[src/rtl/refcmp_pkg.sv]
package refcmp_pkg;
    localparam int DATA_W      = 16;
    localparam int PSC_FIELD_W = 8;
    localparam int DIV16_SHIFT = 4;
    localparam int PSC_W       = PSC_FIELD_W + DIV16_SHIFT;
    localparam int FLAG_W      = 2;
    localparam int FLAG_CAP    = 0;
    localparam int FLAG_REF    = 1;

    localparam logic [7:0] OFS_MODE  = 8'h00;
    localparam logic [7:0] OFS_REF   = 8'h04;
    localparam logic [7:0] OFS_CAPT  = 8'h08;
    localparam logic [7:0] OFS_COUNT = 8'h0C;
    localparam logic [7:0] OFS_FLAGS = 8'h11;

    typedef enum logic [1:0] {
        SRC_HALT_LO = 2'd0,
        SRC_SYSCLK  = 2'd1,
        SRC_DIV16   = 2'd2,
        SRC_HALT_HI = 2'd3
    } clk_src_e;

    typedef struct packed {
        logic [PSC_FIELD_W-1:0] presc;
        logic [1:0]             cap_edge;
        logic                   out_toggle;
        logic                   ref_irq_en;
        logic                   restart;
        clk_src_e               src;
        logic                   enable;
    } mode_t;

    function automatic logic counting(mode_t m);
        return m.enable && (m.src == SRC_SYSCLK || m.src == SRC_DIV16);
    endfunction

    function automatic logic [PSC_W-1:0] last_phase(mode_t m);
        if (m.src == SRC_DIV16)
            return {m.presc, {DIV16_SHIFT{1'b1}}};
        return {{DIV16_SHIFT{1'b0}}, m.presc};
    endfunction
endpackage

[src/rtl/refcmp_prescaler.sv]
module refcmp_prescaler
    import refcmp_pkg::*;
#(
    parameter int W = PSC_W
) (
    input  logic         clk,
    input  logic         rst,
    input  logic         clear,
    input  logic         run,
    input  logic [W-1:0] last,
    output logic         tick
);
    logic [W-1:0] phase;

    assign tick = run && (phase == last);

    always_ff @(posedge clk) begin
        if (rst || clear || !run)
            phase <= '0;
        else if (tick)
            phase <= '0;
        else
            phase <= phase + 1'b1;
    end

    assert_phase_bound_R3: assert property (@(posedge clk) disable iff (rst)
        run && !clear && !$past(clear) |-> phase <= last);
endmodule

[src/rtl/refcmp_counter.sv]
module refcmp_counter #(
    parameter int W = 16
) (
    input  logic         clk,
    input  logic         rst,
    input  logic         clear,
    input  logic         load,
    input  logic [W-1:0] load_val,
    input  logic         tick,
    input  logic [W-1:0] ref_val,
    input  logic         restart_en,
    output logic [W-1:0] count,
    output logic         ref_hit
);
    assign ref_hit = tick && (count == ref_val);

    always_ff @(posedge clk) begin
        if (rst)
            count <= '0;
        else if (load)
            count <= load_val;
        else if (clear)
            count <= '0;
        else if (tick)
            count <= (ref_hit && restart_en) ? '0 : count + 1'b1;
    end

    assert_load_wins_R11: assert property (@(posedge clk) disable iff (rst)
        load |=> count == $past(load_val));
    assert_restart_zero_R13: assert property (@(posedge clk) disable iff (rst)
        clear && !load |=> count == '0);
    assert_step_R9: assert property (@(posedge clk) disable iff (rst)
        tick && !ref_hit && !load && !clear |=> count == $past(count) + 1'b1);
    assert_match_wrap_R6: assert property (@(posedge clk) disable iff (rst)
        ref_hit && restart_en && !load && !clear |=> count == '0);
endmodule

[src/rtl/refcmp_regs.sv]
module refcmp_regs
    import refcmp_pkg::*;
#(
    parameter int ADDR_W = 5
) (
    input  logic              clk,
    input  logic              rst,
    input  logic [ADDR_W-1:0] bus_addr,
    input  logic              bus_wr,
    input  logic [DATA_W-1:0] bus_wdata,
    input  logic [DATA_W-1:0] count_val,
    input  logic              ref_hit,
    output mode_t             mode,
    output logic [DATA_W-1:0] ref_val,
    output logic [FLAG_W-1:0] flags,
    output logic              recal,
    output logic              load,
    output logic [DATA_W-1:0] bus_rdata
);
    logic [DATA_W-1:0] capt_q;
    logic sel_mode, sel_ref, sel_capt, sel_count, sel_flags;
    logic [FLAG_W-1:0] clr_mask, set_mask;

    assign sel_mode  = (bus_addr == ADDR_W'(OFS_MODE));
    assign sel_ref   = (bus_addr == ADDR_W'(OFS_REF));
    assign sel_capt  = (bus_addr == ADDR_W'(OFS_CAPT));
    assign sel_count = (bus_addr == ADDR_W'(OFS_COUNT));
    assign sel_flags = (bus_addr == ADDR_W'(OFS_FLAGS));

    assign recal    = bus_wr && (sel_mode || sel_ref);
    assign load     = bus_wr && sel_count;
    assign clr_mask = (bus_wr && sel_flags) ? bus_wdata[FLAG_W-1:0] : '0;

    always_comb begin
        set_mask = '0;
        set_mask[FLAG_REF] = ref_hit;
    end

    always_ff @(posedge clk) begin
        if (rst) begin
            mode    <= '0;
            ref_val <= '0;
            capt_q  <= '0;
            flags   <= '0;
        end else begin
            flags <= (flags & ~clr_mask) | set_mask;
            if (bus_wr && sel_mode) begin
                mode <= mode_t'(bus_wdata);
                if (mode.enable && !bus_wdata[0])
                    ref_val <= '0;
            end
            if (bus_wr && sel_ref)
                ref_val <= bus_wdata;
            if (bus_wr && sel_capt)
                capt_q <= bus_wdata;
        end
    end

    always_comb begin
        bus_rdata = '0;
        if (sel_mode)  bus_rdata = mode;
        if (sel_ref)   bus_rdata = ref_val;
        if (sel_capt)  bus_rdata = capt_q;
        if (sel_count) bus_rdata = count_val;
        if (sel_flags) bus_rdata = DATA_W'(flags);
    end

    assert_set_wins_R14: assert property (@(posedge clk) disable iff (rst)
        ref_hit |=> flags[FLAG_REF]);
    assert_w1c_R8: assert property (@(posedge clk) disable iff (rst)
        bus_wr && sel_flags && bus_wdata[FLAG_REF] && !ref_hit |=> !flags[FLAG_REF]);
    assert_disable_clears_ref_R12: assert property (@(posedge clk) disable iff (rst)
        bus_wr && sel_mode && mode.enable && !bus_wdata[0] |=> ref_val == '0);
endmodule

[src/rtl/refcmp_timer.sv]
module refcmp_timer
    import refcmp_pkg::*;
#(
    parameter int ADDR_W = 5
) (
    input  logic              clk,
    input  logic              rst,
    input  logic [ADDR_W-1:0] bus_addr,
    input  logic              bus_wr,
    input  logic [DATA_W-1:0] bus_wdata,
    output logic [DATA_W-1:0] bus_rdata,
    output logic              irq
);
    mode_t             mode;
    logic [DATA_W-1:0] ref_val, count;
    logic [FLAG_W-1:0] flags;
    logic              recal, load, tick, ref_hit, run;

    assign run = counting(mode);
    assign irq = mode.ref_irq_en && flags[FLAG_REF];

    refcmp_regs #(.ADDR_W(ADDR_W)) u_regs (
        .clk(clk), .rst(rst), .bus_addr(bus_addr), .bus_wr(bus_wr),
        .bus_wdata(bus_wdata), .count_val(count), .ref_hit(ref_hit),
        .mode(mode), .ref_val(ref_val), .flags(flags), .recal(recal),
        .load(load), .bus_rdata(bus_rdata)
    );

    refcmp_prescaler #(.W(PSC_W)) u_psc (
        .clk(clk), .rst(rst), .clear(recal), .run(run),
        .last(last_phase(mode)), .tick(tick)
    );

    refcmp_counter #(.W(DATA_W)) u_cnt (
        .clk(clk), .rst(rst), .clear(recal), .load(load),
        .load_val(bus_wdata), .tick(tick), .ref_val(ref_val),
        .restart_en(mode.restart), .count(count), .ref_hit(ref_hit)
    );

    assert_halt_R5: assert property (@(posedge clk) disable iff (rst)
        !run && !load && !recal |=> count == $past(count));
endmodule

[config.mk]
export PLATFORM = sky130hd
export DESIGN_NAME = refcmp_timer
export DESIGN_NICKNAME = d
export VERILOG_FILES = /design/src/rtl/refcmp_pkg.sv /design/src/rtl/refcmp_prescaler.sv /design/src/rtl/refcmp_counter.sv /design/src/rtl/refcmp_regs.sv /design/src/rtl/refcmp_timer.sv
export SDC_FILE = /design/constraint.sdc
export NUM_CORES = 1
export LEC_CHECK = 0
export BUFFER_PORTS_ARGS = -buffer_cell sky130_fd_sc_hd__buf_4
export CAP_MARGIN = 40
export CORE_MARGIN = 3
export CORE_UTILIZATION = 30
export DETAILED_ROUTE_END_ITERATION = 16
export GPL_TIMING_DRIVEN = 0
export PLACE_DENSITY_LB_ADDON = 0.3
export SETUP_SLACK_MARGIN = 0.4
export SLEW_MARGIN = 30
export SYNTH_ARGS = -nofsm -noshare
export SYNTH_HDL_FRONTEND = slang
export SYNTH_SLANG_ARGS = --single-unit
[constraint.sdc]
create_clock -name clk -period 2.5 [get_ports clk]
set_input_delay 0.625 -clock clk [delete_from_list [all_inputs] [get_ports clk]]
set_output_delay 0.625 -clock clk [all_outputs]
set_load 0.01 [all_outputs]
==> results.cfg <==
[status]
status = completed

[synth]
ys_async_sr_fraction = 0
yosysWarnings = 0
syn_area_sq_mm = 0.00435
synth.avg_cell_area_sq_um = 7.78
synth-main-ff-cell = dfxtp_1
syn-num-nets = 587
yosysSeqAreaShare = 0.359
yosysMostFrequentCell = nand2_1
ys_top_cells_by_count = nand2_1, dfxtp_1, a21oi_1
yosysTopAreaCell = dfxtp_1
synth_enable_flop_cells = 0
synth_top_area_frac = 0.359
synthTopCellsByArea = dfxtp_1, a21oi_1, nand2_1
yosysUniqueCellTypes = 51
yosys_register_bits = 78
syn_inst = 559

[clock_tree]
cts.sinks = 78
clk_latency_ns = 0.33
cts_max_level = 3
clk_pin_slew_worst_paths_ns = 0.06
cts_root_buffer = clkbuf_16
max-clock-path-buffers = 2
numCtsBuffers = 9
tritoncts = yes

[flow_run]
cap_viol_max_count = 0

[floorplanning]
ioPinCount = 41
die_w_microns = 126
core_region_area_sq_mm = 0.0140
fp-row-count = 43
die_y_microns = 126
dieArea_sq_mm = 0.0160
start_util = 0.310

[worst_setup_path]
critPathLaunchType = input port
arrival_ns = 1.83
crit_chain = buf_8 -> nor4_4 -> buf_6 -> clkbuf_16 -> buf_4 -> a221oi_2 -> a21oi_2 -> buf_4
r2r-start = u_regs.mode[1]$_SDFFE_PP0P_
cp_num_buf_inv = 5
critPathTopFamily = buffers and inverters
ff2ff_path_depth = 12
crit_type = input port to output port
critPathMaxFanout = 5
cp_common_cell = buf_4
required_ns = 1.88
crit_slowest_cell = nor4_4
endpoint_kind = output port
r2r_slack_ns = 0.13
max_stage_delay_ns = 0.27
r2r_end = u_psc.phase[1]$_SDFF_PP0_

[min_path]
hold_depth = 2
worstHoldStart = u_regs.capt_q[14]$_SDFFE_PP0P_
min_to = u_regs.capt_q[14]$_SDFFE_PP0P_
min_path_type = flop to flop

[timing]
relSlewSlack = 0.536
final.setup_skew_ns = 0.00844
final-hold-violation-count = 0
fmax_mhz = 407
max_slew.worst_pin.slew_ns = 0.696
finalCritPeriodShare = 0.983
finalCriticalPeriod_ns = 2.46
finalSetupViolCount = 0
report.final.slew_viol_count = 0
rsz0062_at_grt = yes
holdWs_ns = 0.457

[placement]
dp_cells = 778
gp_congestion = 0.964
io_buffers = 39
post-dp-hpwl_microns = 10900

[power]
p_leak_nw = 2.07
powerDensity_mw_per_mm2 = 492
peakVddDrop_mv = 0.285

[drt]
drc = 0
wl_per_cell_microns = 19.3
ant_nets = 0
dr.pass1.iters = 5
viasPerCell = 5.81
drt_iter0_markers = 455
wirelength_microns = 15800
vias = 4735

[finish]
area_delta_synth_final_pct = 39.5
layout.nets = 659
finalNonFillerCells = 815
utilization = 0.432
diodes = 0
drive_above_1_share = 0.287

[global_route]
grt_start_max_net_pins = 13
antenna_found_initial = 0
overflow = 0
grt_pass1_wl_microns = 24700
grt_pass1_vias = 4616
track_usage = 0.191
[routing by layer]
metal | routed length (microns) | track usage | up-vias
met4 | 542 | 0.0801 | 0
met5 | 0 | 0 | -
li1 | - | - | 2192
met3 | 1070 | 0.0312 | 45
met2 | 7020 | 0.293 | 223
met1 | 7120 | 0.267 | 2275
[area by class of cell]
cell class,count,area [sq um]
clock buffer,11,253
fill,1369,7980
clock inverter,4,70.1
inverter,5,18.8
buffer,51,400
multi-input combinational,425,2950
tap,180,225
sequential,78,1570
timing repair buffer,61,579
[worst max-delay path by stage]
stage               slack, ns  cells past startpoint            end         from
floorplan                0.29                      4   bus_rdata[6]  bus_addr[1]
global placement        -0.28                      6  bus_rdata[15]  bus_addr[1]
detailed placement      -0.28                      6  bus_rdata[15]  bus_addr[1]
CTS                      0.08                      7   bus_rdata[7]  bus_addr[4]
global route            -0.02                      8   bus_rdata[0]  bus_addr[1]
finish                   0.04                      8   bus_rdata[8]  bus_addr[1]
[report_power, final]
| part | internal [mW] | leakage (nW) | switching, mW |
|---|---|---|---|
| Clock | 0.920 | 0.161 | 0.514 |
| Combinational | 0.116 | 1.28 | 0.173 |
| Sequential | 1.25 | 0.630 | 0.00886 |
[timing repair]
action / in CTS / in global routing
cloned: 4 / 1
setup buffers: 15 / 2
gates resized for setup: 78 / 67
pin swaps: 41 / 22
hold buffers: 0 / 0
endpoints found under the setup margin: 75 / 75
[flip-flops by register name, summed over array words and instances, names as in the netlist]
signal / count
u_cnt.count: 16
u_regs.capt_q: 16
u_regs.mode: 16
u_regs.ref_val: 16
u_psc.phase: 12
u_regs.flags: 2
[stage by stage]
stage	setup TNS [ns]	total power [mW]	setup WS [ns]	area (sq um)
floorplan	0	1.39	0.287	4440
global placement	-7.23	1.51	-0.280	4960
detailed placement	-8.68	1.52	-0.281	4960
CTS	0	2.99	0.0768	5800
global route	-0.0354	3.06	-0.0158	6070
finish	0	2.98	0.0433	6070
[cell families (layout without fill, tap and decap cells)]
| kind of cell | Yosys count | after routing | synth area share |
|---|---|---|---|
| AO/OA/AOI/OAI | 184 | 184 | 0.274 |
| multiplexers | 5 | 5 | 0.0115 |
| adder cells (fa/ha/maj) | 4 | 4 | 0.0115 |
| AND/OR/NAND/NOR | 199 | 199 | 0.222 |
| XOR/XNOR | 33 | 33 | 0.0665 |
| buffers and inverters | 56 | 132 | 0.0555 |
| flip-flops | 78 | 78 | 0.359 |
[cell usage in the layout, fill, tap and decap left out, types with 6 or more instances in the layout]
cell type  netlist  final
nand2_1         86     86
dfxtp_1         78     75
a21oi_1         72     55
buf_4            1     42
a22oi_1         36     30
nor2_1          37     27
xnor2_1         24     23
clkbuf_1        43     17
a21oi_2          0     17
buf_6            3     17
clkbuf_16        0     15
nand3_1         14     14
nand4_1         13     13
o211ai_1        12     12
clkbuf_2         0     11
nor2_4           0     10
a221oi_2         0      9
xor2_1           9      9
a221oi_1        17      8
and3_1           8      8
buf_2            4      7
and2_1           8      7
o21ai_0         12      7
clkbuf_8         0      6
a22oi_2          0      6
[tightest hold or removal path, stage by stage (launching register included)]
cell,delay (ns)
dfxtp_1,0.31
nand2_1,0.05
a21oi_1,0.05
Power figures use the tool's default switching activity.
